File: src/rtl/dma_arb_pkg.sv
package dma_arb_pkg;
  typedef enum logic [1:0] {
    ST_IDLE  = 2'd0,
    ST_ASK   = 2'd1,
    ST_SERVE = 2'd2,
    ST_DROP  = 2'd3
  } arb_state_e;
endpackage

File: src/rtl/dma_arb_pick.sv
// Combinational rank search: the lowest rank slot whose channel requests wins.
module dma_arb_pick #(
  parameter int NCH = 4,
  parameter int IW  = (NCH > 1) ? $clog2(NCH) : 1
) (
  input  logic [NCH*IW-1:0] order,
  input  logic [NCH-1:0]    req,
  output logic              found,
  output logic [NCH-1:0]    win_oh
);
  always_comb begin
    found  = 1'b0;
    win_oh = '0;
    for (int k = NCH - 1; k >= 0; k--) begin
      if (req[order[k*IW +: IW]]) begin
        found = 1'b1;
        win_oh = '0;
        win_oh[order[k*IW +: IW]] = 1'b1;
      end
    end
  end
endmodule

File: src/rtl/dma_arb_cfg.sv
// Rank table snapshot, one register per rank slot, loaded only when enabled.
module dma_arb_cfg #(
  parameter int NCH = 4,
  parameter int IW  = (NCH > 1) ? $clog2(NCH) : 1
) (
  input  logic              clk,
  input  logic              rst_n,
  input  logic              load_en,
  input  logic [NCH*IW-1:0] order_in,
  output logic [NCH*IW-1:0] order_q
);
  for (genvar s = 0; s < NCH; s++) begin : g_slot
    logic [IW-1:0] slot_q;
    always_ff @(posedge clk or negedge rst_n) begin
      if (!rst_n) begin
        slot_q <= IW'(s);
      end else if (load_en) begin
        slot_q <= order_in[s*IW +: IW];
      end
    end
    assign order_q[s*IW +: IW] = slot_q;
  end
endmodule

File: src/rtl/dma_bus_arbiter.sv
module dma_bus_arbiter
  import dma_arb_pkg::*;
#(
  parameter int NCH = 4,
  parameter int IW  = (NCH > 1) ? $clog2(NCH) : 1
) (
  input  logic              clk,
  input  logic              rst_n,
  input  logic [NCH-1:0]    chan_req,
  input  logic [NCH*IW-1:0] prio_order,
  input  logic              per_chan_mode,
  input  logic              bus_ack,
  output logic              bus_req,
  output logic [NCH-1:0]    chan_gnt
);
  arb_state_e        state_q, state_d;
  logic [NCH-1:0]    gnt_q, gnt_d;
  logic [NCH*IW-1:0] order_q;
  logic              cfg_load;
  logic              win_found;
  logic [NCH-1:0]    win_oh;
  logic              owner_live;
  logic              others_wait;

  // Rank table is frozen for the whole of a service.
  assign cfg_load = (state_q != ST_SERVE);

  dma_arb_cfg #(.NCH(NCH), .IW(IW)) u_cfg (
    .clk      (clk),
    .rst_n    (rst_n),
    .load_en  (cfg_load),
    .order_in (prio_order),
    .order_q  (order_q)
  );

  dma_arb_pick #(.NCH(NCH), .IW(IW)) u_pick (
    .order  (order_q),
    .req    (chan_req),
    .found  (win_found),
    .win_oh (win_oh)
  );

  assign owner_live  = |(chan_req & gnt_q);
  assign others_wait = |(chan_req & ~gnt_q);

  always_comb begin
    state_d = state_q;
    gnt_d   = gnt_q;
    unique case (state_q)
      ST_IDLE: begin
        if ((|chan_req) && !bus_ack) state_d = ST_ASK;
      end
      ST_ASK: begin
        if (bus_ack) begin
          if (win_found) begin
            gnt_d   = win_oh;
            state_d = ST_SERVE;
          end else begin
            state_d = ST_DROP;
          end
        end
      end
      ST_SERVE: begin
        if (!owner_live) begin
          gnt_d = '0;
          if (!per_chan_mode && others_wait) state_d = ST_ASK;
          else                               state_d = ST_DROP;
        end
      end
      ST_DROP: begin
        if (!bus_ack) state_d = ST_IDLE;
      end
      default: begin
        state_d = ST_IDLE;
        gnt_d   = '0;
      end
    endcase
  end

  always_ff @(posedge clk or negedge rst_n) begin
    if (!rst_n) begin
      state_q <= ST_IDLE;
      gnt_q   <= '0;
    end else begin
      state_q <= state_d;
      gnt_q   <= gnt_d;
    end
  end

  assign bus_req  = (state_q == ST_ASK) || (state_q == ST_SERVE);
  assign chan_gnt = gnt_q;

  // single grant, and only with the bus owned
  a_r1_single_grant: assert property (@(posedge clk) disable iff (!rst_n)
    $onehot0(chan_gnt));
  a_r1_grant_owns_bus: assert property (@(posedge clk) disable iff (!rst_n)
    (chan_gnt != '0) |-> (bus_req && bus_ack));
  // no preemption while owner still requests
  a_r4_no_preempt: assert property (@(posedge clk) disable iff (!rst_n)
    ((chan_gnt & chan_req) != '0) |=> (chan_gnt == $past(chan_gnt)));
  // grant clears once owner request is seen low
  a_r5_end_service: assert property (@(posedge clk) disable iff (!rst_n)
    ((chan_gnt != '0) && ((chan_gnt & chan_req) == '0)) |=> (chan_gnt == '0));
  // nothing left pending, bus is let go
  a_r7_release_empty: assert property (@(posedge clk) disable iff (!rst_n)
    ((chan_gnt != '0) && (chan_req == '0)) |=> !bus_req);
  // per-channel release and no early re-request
  a_r8_per_release: assert property (@(posedge clk) disable iff (!rst_n)
    (per_chan_mode && (chan_gnt != '0) && ((chan_gnt & chan_req) == '0)) |=> !bus_req);
  a_r8_wait_ack_low: assert property (@(posedge clk) disable iff (!rst_n)
    (!bus_req && bus_ack) |=> !bus_req);
  // rank table untouched while a service runs
  a_r9_table_frozen: assert property (@(posedge clk) disable iff (!rst_n)
    (state_q == ST_SERVE) |=> $stable(order_q));
endmodule

File: config.mk
export PLATFORM = sky130hd
export DESIGN_NAME = dma_bus_arbiter
export DESIGN_NICKNAME = d
export VERILOG_FILES = /design/src/rtl/dma_arb_pkg.sv /design/src/rtl/dma_arb_pick.sv /design/src/rtl/dma_arb_cfg.sv /design/src/rtl/dma_bus_arbiter.sv
export SDC_FILE = /design/constraint.sdc
export NUM_CORES = 1
export LEC_CHECK = 0
export ABC_CLOCK_PERIOD_IN_PS = 5250
export BUFFER_PORTS_ARGS = -buffer_cell sky130_fd_sc_hd__buf_2
export CAP_MARGIN = 20
export CORE_AREA = 2 2 49 51
export CTS_CLUSTER_SIZE = 28
export DETAILED_ROUTE_END_ITERATION = 8
export DIE_AREA = 0 0 51 53
export PLACE_DENSITY = 0.76
export SETUP_SLACK_MARGIN = 0.02
export SLEW_MARGIN = 20
export SYNTH_ARGS = -nofsm -noshare
export SYNTH_HDL_FRONTEND = slang
export SYNTH_SLANG_ARGS = --single-unit
File: constraint.sdc
create_clock -name clk -period 5.25 [get_ports clk]
set_input_delay 0.525 -clock clk [delete_from_list [all_inputs] [get_ports clk]]
set_output_delay 0.525 -clock clk [all_outputs]
set_load 0.02 [all_outputs]
* Word-level counts from Yosys, hierarchy flattened
Index checks and enable logic that the tools add are counted.
** Cells by class
- Equal/unequal tests :: 9
- Magnitude comparators :: 8
- Bitwise gates (word level) :: 3
- Reduce and logical (&&, ||, !) cells :: 16
- Multiplexer cells :: 35
** Operators with widths (count)
- two-way mux 4 bit :: 7
- two-way mux 1 bit :: 13
- < comparator 2 x 3 -> 1 bit (second input constant) :: 4
- OR reduction 4 bit :: 3
- two-way mux 2 bit :: 5
- != test 2 bit (second input constant) :: 5
- bitwise AND 4 bit :: 2
- binary-select mux 1 bit (select 2 bit) :: 4
- demux 1 bit (select 2 bit) :: 4
- >= comparator 2 x 1 -> 1 bit (second input constant) :: 4
- case mux 2 bit (4 select lines) :: 1
- case mux 4 bit (2 select lines) :: 1
- AND reduction 4 bit :: 2
- logical AND 1 bit :: 6
- == test 2 bit (second input constant) :: 2
- inverter 4 bit :: 1
- == test 2 x 1 -> 1 bit (second input constant) :: 1
- logical NOT 1 bit :: 2
- logical NOT 2 bit :: 1
- != test 2 x 1 -> 1 bit (second input constant) :: 1
- nonzero test 2 bit :: 1
- logical OR 1 bit :: 1
** Word-level totals
- Output and inout bits :: 5
- Bits in registers :: 14

* Depth between registers and ports, before layout
Gate-level depths: netlist of run 1.
- Word-level depth :: 11
- Gate-level depth with buffers :: 6
- Mapped depth without buffers :: 6

* Hierarchy
From an unflattened synthesis of run 1, not the netlist that was laid out.
** Unflattened totals
- Cells, all modules :: 128
- Area, all modules :: 1267.5 µm²
** By module, submodules not included
- dma_bus_arbiter :: instances 1, cells each 45, area an instance 466.7 µm²
- dma_arb_pick :: instances 1, cells each 66, area an instance 464.2 µm²
- dma_arb_cfg :: instances 1, cells each 17, area an instance 336.6 µm²

* Worst setup path after synthesis of run 1
Ideal clock, no wire load.
- Path type :: in2reg
- Start :: input port chan_req[3]
- End :: register gnt_q[0] (netlist: chan_gnt[0])
- Path slack :: 3.223 ns
- Arrival time :: 1.948 ns
- Stages :: 4
- Path buffers :: 0
- Cell sequence :: mux4_2 or4b_4 o21ai_4 mux2i_1
** Between the ends
- Cells in the longest elaborated chain, start to end :: 9
- Elaborated cells between the ends (all ways) :: 24
- Those cells by class :: eq/ne: 2; mux: 19; bitwise: 1; reduce/logical: 2
** Ends and longest elaborated chain
- start: declaration :: RTL line dma_bus_arbiter.sv:9 : input logic [NCH-1:0] chan_req,
- binary-select mux 1 bit (select 2 bit) :: RTL line dma_arb_pick.sv:15 : if (req[order[k*IW +: IW]]) begin
- two-way mux 1 bit (not written as such) :: RTL line dma_arb_pick.sv:15
- two-way mux 4 bit (4 in a row) :: RTL line dma_arb_pick.sv:15
- two-way mux 4 bit :: RTL line dma_bus_arbiter.sv:55 : if (win_found) begin
- two-way mux 4 bit :: RTL line dma_bus_arbiter.sv:54 : if (bus_ack) begin
- case mux 4 bit (2 select lines) :: RTL line dma_bus_arbiter.sv:49 : unique case (state_q)
- end signal: assignment :: RTL line dma_bus_arbiter.sv:86 : gnt_q <= gnt_d;
- end: declaration :: RTL line dma_bus_arbiter.sv:17 : logic [NCH-1:0] gnt_q, gnt_d;
Parallel ways exist; a longest one is shown, timed or not. The select of a mux whose other input is x is not followed.
A chain may end at the register's enable or synchronous reset.

* Worst setup path in the final report of run 1
- Start :: register u_cfg.g_slot[0].slot_q[0]
- End :: register gnt_q[0] (netlist: chan_gnt[0])
** Between the ends
- Cells in the longest elaborated chain, start to end :: 8
- Elaborated cells between the ends (all ways) :: 14
- Those cells by class :: order compare: 2; eq/ne: 1; mux: 9; reduce/logical: 2
** Ends and longest elaborated chain
- start: declaration :: RTL line dma_arb_cfg.sv:13 : logic [IW-1:0] slot_q;
- start signal: assignment :: RTL line dma_arb_cfg.sv:16 : slot_q <= IW'(s);
- start signal: assignment :: RTL line dma_arb_cfg.sv:18 : slot_q <= order_in[s*IW +: IW];
- < comparator 2 x 3 -> 1 bit (not written as such) or >= comparator 2 x 1 -> 1 bit (tied branches) :: RTL line dma_arb_pick.sv:18 : win_oh[order[k*IW +: IW]] = 1'b1;
- logical AND 1 bit (not written as such) :: RTL line dma_arb_pick.sv:18
- two-way mux 1 bit (not written as such) :: RTL line dma_arb_pick.sv:18
- demux 1 bit (select 2 bit)
- two-way mux 4 bit :: RTL line dma_arb_pick.sv:15
- two-way mux 4 bit :: RTL line dma_bus_arbiter.sv:55
- two-way mux 4 bit :: RTL line dma_bus_arbiter.sv:54
- case mux 4 bit (2 select lines) :: RTL line dma_bus_arbiter.sv:49
Parallel ways exist; a longest one is shown, timed or not. The select of a mux whose other input is x is not followed.

==> results of run 1 <==
[metal layers]
metal  vias up  routed length (um)
li1        473                   -
met1       448                1160
met2        31                1060
met3         5                 107
met4         0                  46
met5         -                   0
[sequential cells by signal, indices dropped and copies added, names as in the netlist]
register             flops
u_cfg.g_slot.slot_q      8
chan_gnt                 4
state_q                  2
[layout make-up]
class                   instances  area share [%]
multi-input cells              91            56.5
flip-flops and latches         14            28.0
repair buffers                 20            7.88
clock buffers                   4            2.86
well taps                      28            2.76
inverters                       7            2.07
[worst max path at each step]
stage | end | slack, ps
2_1_floorplan | chan_gnt[0]$_DFFE_PN0P_ | 3220
3_3_place_gp | chan_gnt[0]$_DFFE_PN0P_ | 3000
3_5_place_dp | chan_gnt[0]$_DFFE_PN0P_ | 2960
4_1_cts | chan_gnt[0]$_DFFE_PN0P_ | 3130
5_1_grt | chan_gnt[0]$_DFFE_PN0P_ | 3060
6_report | chan_gnt[0]$_DFFE_PN0P_ | 3130
[cells in the mapped netlist, types with 2 or more instances]
| cell | n | area (um^2) |
|---|---|---|
| a21oi_1 | 6 | 30.0 |
| a22o_1 | 2 | 17.5 |
| a31oi_1 | 2 | 12.5 |
| and2b_1 | 3 | 22.5 |
| clkbuf_1 | 5 | 18.8 |
| dfrtp_1 | 10 | 250 |
| dfstp_2 | 4 | 105 |
| ha_1 | 5 | 62.6 |
| inv_1 | 7 | 26.3 |
| mux2_2 | 8 | 90.1 |
| mux2i_1 | 5 | 50.1 |
| mux4_2 | 2 | 45.0 |
| nand2_1 | 5 | 18.8 |
| nand3_1 | 2 | 10.0 |
| nor2_1 | 7 | 26.3 |
| nor2b_1 | 5 | 31.3 |
| nor3_1 | 2 | 10.0 |
| nor3b_1 | 3 | 22.5 |
| o211ai_1 | 4 | 30.0 |
| o21ai_0 | 5 | 25.0 |
| o21ai_1 | 3 | 15.0 |
| o2bb2ai_1 | 3 | 26.3 |
[placed cells by master (no fill, tap or decap), drive strengths merged, types with 6 or more instances in the layout]
cell / instances
nor2: 7
inv: 7
buf: 20
dfrtp: 10
o21ai: 10
a21oi: 6
mux2: 8
[kinds of logic (layout without fill, tap and decap cells)]
logic type | after synthesis | in the layout
AO/OA/AOI/OAI | 37 | 37
AND/OR/NAND/NOR | 34 | 34
buffers and inverters | 16 | 31
multiplexers | 15 | 15
flip-flops | 14 | 14
adder cells (fa/ha/maj) | 5 | 5
[through the flow]
stage / hold WS [ps] / instances / instance area, um^2
2_1_floorplan: 229 / 121 / 1140
3_3_place_gp: 424 / 160 / 1230
3_5_place_dp: 434 / 160 / 1230
4_1_cts: 120 / 164 / 1270
5_1_grt: 134 / 164 / 1270
6_report: 107 / 164 / 1270
[report_power, final]
group	total, mW	switching [mW]	internal, mW	leakage, nW
logic	0.318	0.166	0.152	0.379
registers	0.212	0.0598	0.152	0.166
clock network	0.0791	0.0367	0.0424	0.0210
[worst max-delay path, cell delays in order (launching register included)]
cell and delay, ps:
dfrtp_1 470, mux4_2 610, or4b_4 580, o21ai_4 180
mux2i_1 200
==> run metrics, run 1 <==
status=finished clean; simple-gate area share of the yosys netlist=between 10% and 20%; Synth Area in Compound Gates=approximately a quarter; CTS H-tree lvls=1; FF-to-FF Start=u_cfg.g_slot[0].slot_q[0]$_DFFE_PN0N_; R2R Setup Slk=around 3100 ps; WL/cell=between 10 and 15 um; post-synthesis adder-cell area fraction=~5.5%; largest net degree at the start of global routing=15; CTS tree=built; largest family of logic cells by synthesized area=compound AO/OA/AOI/OAI gates; Slew Limit Fails=0; Layout Nets=around 160; CTS Buffer Depth=2; Main synth FF type=dfrtp_1; Die ar.=2700 um^2; GP Congestion=roughly 0.89; grt met1 use=29.2%; Cells after Synth=~120; vias in the first global route=~860; Row Count=17; DP Wirelength=between 1500 and 2000 um; Syn Nets=142; startpoint types=register; CTS resizes=0; Filler Cells Inserted=about 190; critical path launch point=u_cfg.g_slot[0].slot_q[0]$_DFFE_PN0N_; CP max FO=7; min cycle time layout=approximately 2100 ps; Root Driver=clkbuf_4; reg2reg end=chan_gnt[0]$_DFFE_PN0P_; worst skew pair latency=~290 ps; first-pass GRT wire length=roughly 4000 um; dpl ws=just under 3000 ps; Power Density=480 nW/um^2; gr usage total=between 10% and 20%; Final ANT Viol Nets=0; EDFF count, synth=0; met3 Use GR=under 10%; min-delay worst type=in2async; Final Setup Violations=0; slew margin rel.=between 60 and 70%; initial DRC count=35; initial antenna violation count=0; post-synth design cell area=approximately 1100 um^2; # diodes=0; sequential area share after synthesis=between 30 and 40%; Post-CTS Hold Buffers=0; highest clock rate=0.473 GHz; Yosys reg bits=14; synthesized area per cell=around 9.5 um^2; Crit path arrival time=around 2300 ps; Core Area=2150 um^2; M2 GR Usage=29.0%; GRT busiest layer=met1; Max VDD drop=roughly 0.34 mV; Worst Reg2Reg Path Length in Cells=4; maxcap violations=0; IO buf count=20; fin crit share=around two fifths; RSZ-0062 raised after global routing=false; Vias/cell=between 5 and 6; Worst Setup End Kind=register; clk slew on worst S/H paths=~80 ps; end-of-flow core utilization=59.1%; setup repair bufs after CTS=0; Final WS setup=3130 ps; setup TNS=0 ps; Power, Total=around 610 uW; Yosys cell types=45; P&R area growth vs syn=10.9%; GR Overflow Total=0; Pre-antenna DRT Iters=4; CTS Buf Count=3; DR DRC count=0; actual slew at the worst max-slew pin=570 ps; Max Clock Skew=4.96 ps; Initial Utilization=between 50% and 60%; io pins=21; Hold Violations, Final=0; Syn. warnings=0; DRT Wirelength=approximately 2400 um; vias=~960; CTS Sinks=14; worst path required time=roughly 5500 ps; area occupied by multi-input gates=717 um^2; P_leak=0.566 nW; async set-reset flop share out of synthesis=between 90% and 100%; die width=51 um; multiplexer share of the synthesized area=16.2%; Die Y=approximately 53 um; layout cells sized above 1=30.9%; register area=around 360 um^2; critical path class=reg2reg; Post-Synth XOR/XNOR Area=0%
Note: power is estimated with default switching activity, not from simulation.
==> run 2, diff against run 1 <==
--- a/config.mk
+++ b/config.mk
@@ -5,7 +5,7 @@
 export SDC_FILE = /design/constraint.sdc
 export NUM_CORES = 1
 export LEC_CHECK = 0
-export ABC_CLOCK_PERIOD_IN_PS = 5250
+export ABC_CLOCK_PERIOD_IN_PS = 2020
 export BUFFER_PORTS_ARGS = -buffer_cell sky130_fd_sc_hd__buf_2
 export CAP_MARGIN = 20
 export CORE_AREA = 2 2 49 51
==> constraint.sdc (replaced) <==
create_clock -name clk -period 2.02 [get_ports clk]
set_input_delay 0.202 -clock clk [delete_from_list [all_inputs] [get_ports clk]]
set_output_delay 0.202 -clock clk [all_outputs]
set_load 0.02 [all_outputs]
==> run 2 against run 1 <==
  * Die area did not move
  * Wire length increased by 12%
  * Cell area rose by 7.9%
  * Clock skew shrank 0.55 ps
  * Via count rose by 7.2%
  * Power rose to 2.8 times the previous value
  * Global-route usage rose by 2.0 points
  * Register-to-register slack got worse by 3100 ps
  * Sequential share of layout area shrank 2.0 points
  * Worst setup slack worse by 3100 ps
==> run metrics, run 2 (same netlist as run 1, synthesis figures left out) <==
first-pass GRT wire length=4260 um (+6.9%); Final Non-Filler Cells=177 (+7.9%); DRT Wirelength=2670 um (+12%); placed insts=170 (+6.3%); Crit path arrival time=2190 ps (-140 ps); CP max FO=7 (unchanged); CTS Buf Count=3 (unchanged); Pre-antenna DRT Iters=4 (unchanged); FF-to-FF Start=u_cfg.g_slot[3].slot_q[0]$_DFFE_PN1N_; max reg flops=8 (unchanged); worst skew pair latency=290 ps (about the same); Biggest register=u_cfg.g_slot.slot_q; top sig layer=met4; actual slew at the worst max-slew pin=523 ps (-46.8 ps); maxcap violations=0 (unchanged); Hold Violations, Final=0 (unchanged); Final ANT Viol Nets=0 (unchanged); cell mode on critical path=mux2i_1; most common cell after layout, fill and taps aside=buf_2; Max VDD drop=0.901 mV (+170%); Max Clock Skew=4.41 ps (-0.546 ps); initial antenna violation count=0 (unchanged); IO buf count=20 (unchanged); DP Wirelength=2030 um (+16%); fin crit share=97.4% (+57 points); final instance area=1370 um^2 (+7.9%); min cycle time layout=1970 ps (-149 ps); WL met1=1210 um (+3.9%); Final Setup Violations=0 (unchanged); CTS H-tree lvls=1 (unchanged); Power, Total=1.68 mW (+180%); Worst Setup End Kind=register; P_leak=0.629 nW (+11%); vias in the first global route=963 (+12%); slew margin rel.=64.2% (+2.2 points); DR DRC count=0 (unchanged); Power Density=1230 nW/um^2 (+160%); Die Y=53 um (unchanged); startpoint types=register; initial DRC count=12 (-66%); commonest non-fill, non-tap cells in the layout=20 x buf_2, 12 x buf_4, 10 x dfrtp_1; Cell Area, Placed=1310 um^2 (+6.1%); # diodes=0 (unchanged); io pins=21 (unchanged); min-delay worst type=in2reg; gr usage total=21.8% (+2.0 points); clk slew on worst S/H paths=80 ps (about the same); P&R area growth vs syn=19.7%; largest net degree at the start of global routing=15 (unchanged); vias=1,026 (+7.2%); slowest stage cell, crit path=dfstp_2; Layout Nets=171 (+8.2%); Row Count=17 (unchanged); WL/cell=15.1 um (+3.8%); CP Cell Sequence=mux2i_1 > o211ai_1 > or4b_4 > o21ai_4 > mux2i_1; Filler Cells Inserted=170 (-8.1%); Slew Limit Fails=0 (unchanged); Initial Utilization=53.3% (unchanged); Vias/cell=5.80 (-0.66%); Core Area=2150 um^2 (unchanged); status=finished clean; CTS Sinks=14 (unchanged); CTS tree=built; worst path required time=2240 ps (-3230 ps); Die ar.=2700 um^2 (unchanged); critical path launch point=u_cfg.g_slot[3].slot_q[0]$_DFFE_PN1N_; CTS Buffer Depth=2 (unchanged); RSZ-0062 raised after global routing=true; critical path class=reg2reg; highest clock rate=0.508 GHz (+7.6%); GR Overflow Total=0 (unchanged); max incr delay on CP=600 ps (about the same); GP Congestion=0.934 (+5.4%); die width=51 um (unchanged); layout cells sized above 1=36.2% (+5.4 points); worst hold start=prio_order[4]; Met2 Routed Length=1290 um (+21%); Root Driver=clkbuf_4; met3 WL post-DR=79 um (-26%)
run 2: cell count changes in the layout (fill, tap and decap cells not counted):
cell / change
buf_4: +12
dlygate4sd3_1: +1
run 2: where the power goes:
| part | switching, mW | total [mW] | leakage (nW) | internal (mW) |
|---|---|---|---|---|
| clock network | 0.0953 | 0.205 | 0.0210 | 0.110 |
| registers | 0.116 | 0.510 | 0.166 | 0.394 |
| logic | 0.504 | 0.966 | 0.442 | 0.462 |
| total | 0.715 | 1.68 | 0.629 | 0.967 |
run 2: repair_timing:
item,in CTS,in global routing
resized for setup,0,0
setup buffers,0,2
endpoints found under the setup margin,0,3
hold endpoints to repair,10,0
hold buffers,1,0
run 2: routing by layer:
layer  up-vias  global-route usage [%]
met4         0                    12.6
met2        23                    37.4
met5         -                       0
met3         9                    1.69
met1       495                    26.8
li1        499                       -
run 2: per-stage QoR:
| stage | TNS (ps) | worst slack [ps] | utilization [%] | hold WS (ps) |
|---|---|---|---|---|
| floorplan | 0 | 21.4 | - | -93.6 |
| global placement | 0 | 141 | 60.9 | 110 |
| detailed placement | 0 | 51.3 | 60.9 | 115 |
| CTS | 0 | 55.2 | 63.1 | 134 |
| global route | -10.7 | -10.7 | 63.8 | 137 |
| finish | 0 | 52.5 | 63.8 | 138 |
run 2: final timing paths:
check | endpoint | slack [ps] | cells past startpoint
setup / recovery | chan_gnt[0]$_DFFE_PN0P_ | 50 | 5
hold / removal | u_cfg.g_slot[2].slot_q[0]$_DFFE_PN0N_ | 140 | 2
setup reg to reg | chan_gnt[0]$_DFFE_PN0P_ | 50 | 5
hold reg to reg | chan_gnt[1]$_DFFE_PN0P_ | 550 | 1
max in group asynchronous | u_cfg.g_slot[1].slot_q[0]$_DFFE_PN1N_ | 1400 | 2
min in group asynchronous | chan_gnt[1]$_DFFE_PN0P_ | 320 | 2
run 2: final cells by class:
cell class                 instances  area, um^2  share of cell area [%]
sequential                        14         355                    25.9
clock buffer                       4        36.3                    2.65
tap                               28        35.0                    2.56
inverter                           7        26.3                    1.92
timing repair buffer              33         200                    14.6
multi-input combinational         91         717                    52.3
run 2: worst max-delay path: cells and delay by family, from the launching register on:
family / cells / cell delay, ps
flops: 1 / 600
mux: 2 / 390
simple gates: 1 / 590
compound gates: 2 / 310
==> run 3, diff against run 2 <==
--- a/config.mk
+++ b/config.mk
@@ -13,6 +13,7 @@
 export DETAILED_ROUTE_END_ITERATION = 8
 export DIE_AREA = 0 0 51 53
 export PLACE_DENSITY = 0.76
+export RECOVER_POWER = 50
 export SETUP_SLACK_MARGIN = 0.02
 export SLEW_MARGIN = 20
 export SYNTH_ARGS = -nofsm -noshare
==> run 3 against run 2 <==
  * Power fell by 0.28%
  * Worst hold slack hardly changed
  * Clock power is essentially flat
  * Clock skew barely moved
  * Via count unchanged
  * Worst setup slack got worse by 0.67 ps
  * Cell area decreased by 0.27%
  * Non-clock buffer count stayed put
  * Count of clock-buffer cells in the layout did not move
  * Die area unchanged
==> run metrics, run 3 (same netlist as run 1, synthesis figures left out) <==
status=finished clean; highest clock rate=0.508 GHz (about the same); commonest non-fill, non-tap cells in the layout=17 x buf_2, 12 x buf_4, 10 x dfrtp_1; max reg flops=8 (unchanged); maxcap violations=0 (unchanged); GP Congestion=0.934 (unchanged); crit-path leading delay family=flip-flops; WL/cell=15.0 um (-0.26%); Worst Reg2Reg Path Length in Cells=5 (unchanged); Initial Utilization=53.3% (unchanged); GR Overflow Total=0 (unchanged); CP max FO=7 (unchanged); critical path launch point=u_cfg.g_slot[3].slot_q[0]$_DFFE_PN1N_; min cycle time layout=1970 ps (+0.673 ps); startpoint types=register; vias in the first global route=963 (unchanged); most common cell after layout, fill and taps aside=buf_2; Row Count=17 (unchanged); CTS H-tree lvls=1 (unchanged); CTS Buffer Depth=2 (unchanged); IO buf count=20 (unchanged); CP Cell Sequence=mux2i_1 > o211ai_1 > or4b_4 > o21ai_4 > mux2i_1; worst hold start=prio_order[4]; largest net degree at the start of global routing=15 (unchanged); FF-to-FF Start=u_cfg.g_slot[3].slot_q[0]$_DFFE_PN1N_; actual slew at the worst max-slew pin=746 ps (+224 ps); max incr delay on CP=600 ps (about the same); Worst Setup End Kind=register; critical path class=reg2reg; end-of-flow core utilization=63.6% (-0.17 points); Vias/cell=5.80 (unchanged); worst path required time=2240 ps (about the same); Die ar.=2700 um^2 (unchanged); RSZ-0062 raised after global routing=true; vias=1,026 (unchanged); layout cells sized above 1=34.2% (-2.0 points); worst hold path depth=2 (unchanged); min-delay worst type=in2reg; CP Buf/Inv Count=0 (unchanged); gr usage total=21.8% (unchanged); DR DRC count=0 (unchanged); setup TNS=0 ps (unchanged); slew margin rel.=50.2% (-14 points); Layout Nets=171 (unchanged); Root Driver=clkbuf_4; slowest stage cell, crit path=dfstp_2; # diodes=0 (unchanged); Pre-antenna DRT Iters=4 (unchanged); Power Density=1230 nW/um^2 (about the same); Final ANT Viol Nets=0 (unchanged); CTS tree=built; DP Wirelength=2030 um (unchanged); Max VDD drop=0.891 mV (-1.1%); io pins=21 (unchanged); fin crit share=97.4% (about the same); P_leak=0.618 nW (-1.6%); initial DRC count=12 (unchanged); clk slew on worst S/H paths=80 ps (about the same); Biggest register=u_cfg.g_slot.slot_q; WP depth=5 (unchanged); worst skew pair latency=290 ps (about the same); Slew Limit Fails=0 (unchanged); Crit path arrival time=2190 ps (about the same); Final Setup Violations=0 (unchanged); Hold Violations, Final=0 (unchanged); Filler Cells Inserted=173 (+1.8%); initial antenna violation count=0 (unchanged); Max Clock Skew=4.53 ps (+0.117 ps); DRT Wirelength=2660 um (-0.26%); Core Area=2150 um^2 (unchanged); Die Y=53 um (unchanged); CTS Buf Count=3 (unchanged); die width=51 um (unchanged); CTS Sinks=14 (unchanged); cell mode on critical path=mux2i_1; P&R area growth vs syn=19.3%; first-pass GRT wire length=4260 um (unchanged)
run 3: cell count changes in the layout (fill, tap and decap cells not counted), sizes merged:
cell,change
buf,-3
clkbuf,+3
run 3: cell type report:
class | instances | area [um^2] | share of cell area [%]
multi-input cells | 91 | 717 | 52.5
flip-flops and latches | 14 | 355 | 26.0
clock buffers | 4 | 36.3 | 2.66
well taps | 28 | 35.0 | 2.56
repair buffers | 33 | 196 | 14.4
inverters | 7 | 26.3 | 1.92
run 3: worst paths after layout:
check | endpoint | slack [ps]
worst max-delay path | chan_gnt[0]$_DFFE_PN0P_ | 50
worst min-delay path | u_cfg.g_slot[2].slot_q[0]$_DFFE_PN0N_ | 140
worst max register to register | chan_gnt[0]$_DFFE_PN0P_ | 50
worst min register to register | chan_gnt[1]$_DFFE_PN0P_ | 550
max in group asynchronous | u_cfg.g_slot[0].slot_q[0]$_DFFE_PN0N_ | 1070
min in group asynchronous | chan_gnt[1]$_DFFE_PN0P_ | 480
run 3: stage by stage:
stage	area, um^2	power, mW	instances	hold WS [ps]	setup slack, ps
after floorplan	1150	1.21	121	-93.6	21.4
after global placement	1310	1.41	170	110	141
after detailed placement	1310	1.46	170	115	51.3
after CTS	1360	1.67	175	134	55.2
after global routing	1370	1.80	177	137	-10.7
final	1370	1.68	177	138	51.8
run 3: what timing repair did:
| action | CTS | global route |
|---|---|---|
| hold buffers | 1 | 0 |
| endpoints found under the setup margin | 0 | 3 |
| setup buffers | 0 | 2 |
| hold endpoints to repair | 10 | 0 |
| gates resized for setup | 0 | 0 |
run 3: routing by layer:
metal | routed length (um) | up-vias | track usage [%]
met5 | 0 | - | 0
met2 | 1280 | 23 | 37.4
met1 | 1200 | 495 | 26.8
met4 | 91 | 0 | 12.6
li1 | - | 499 | -
met3 | 79 | 9 | 1.69
run 3: power by group:
part | internal, mW | switching, mW
combinational | 0.458 | 0.504
clock | 0.110 | 0.0954
sequential | 0.394 | 0.116
total | 0.962 | 0.715
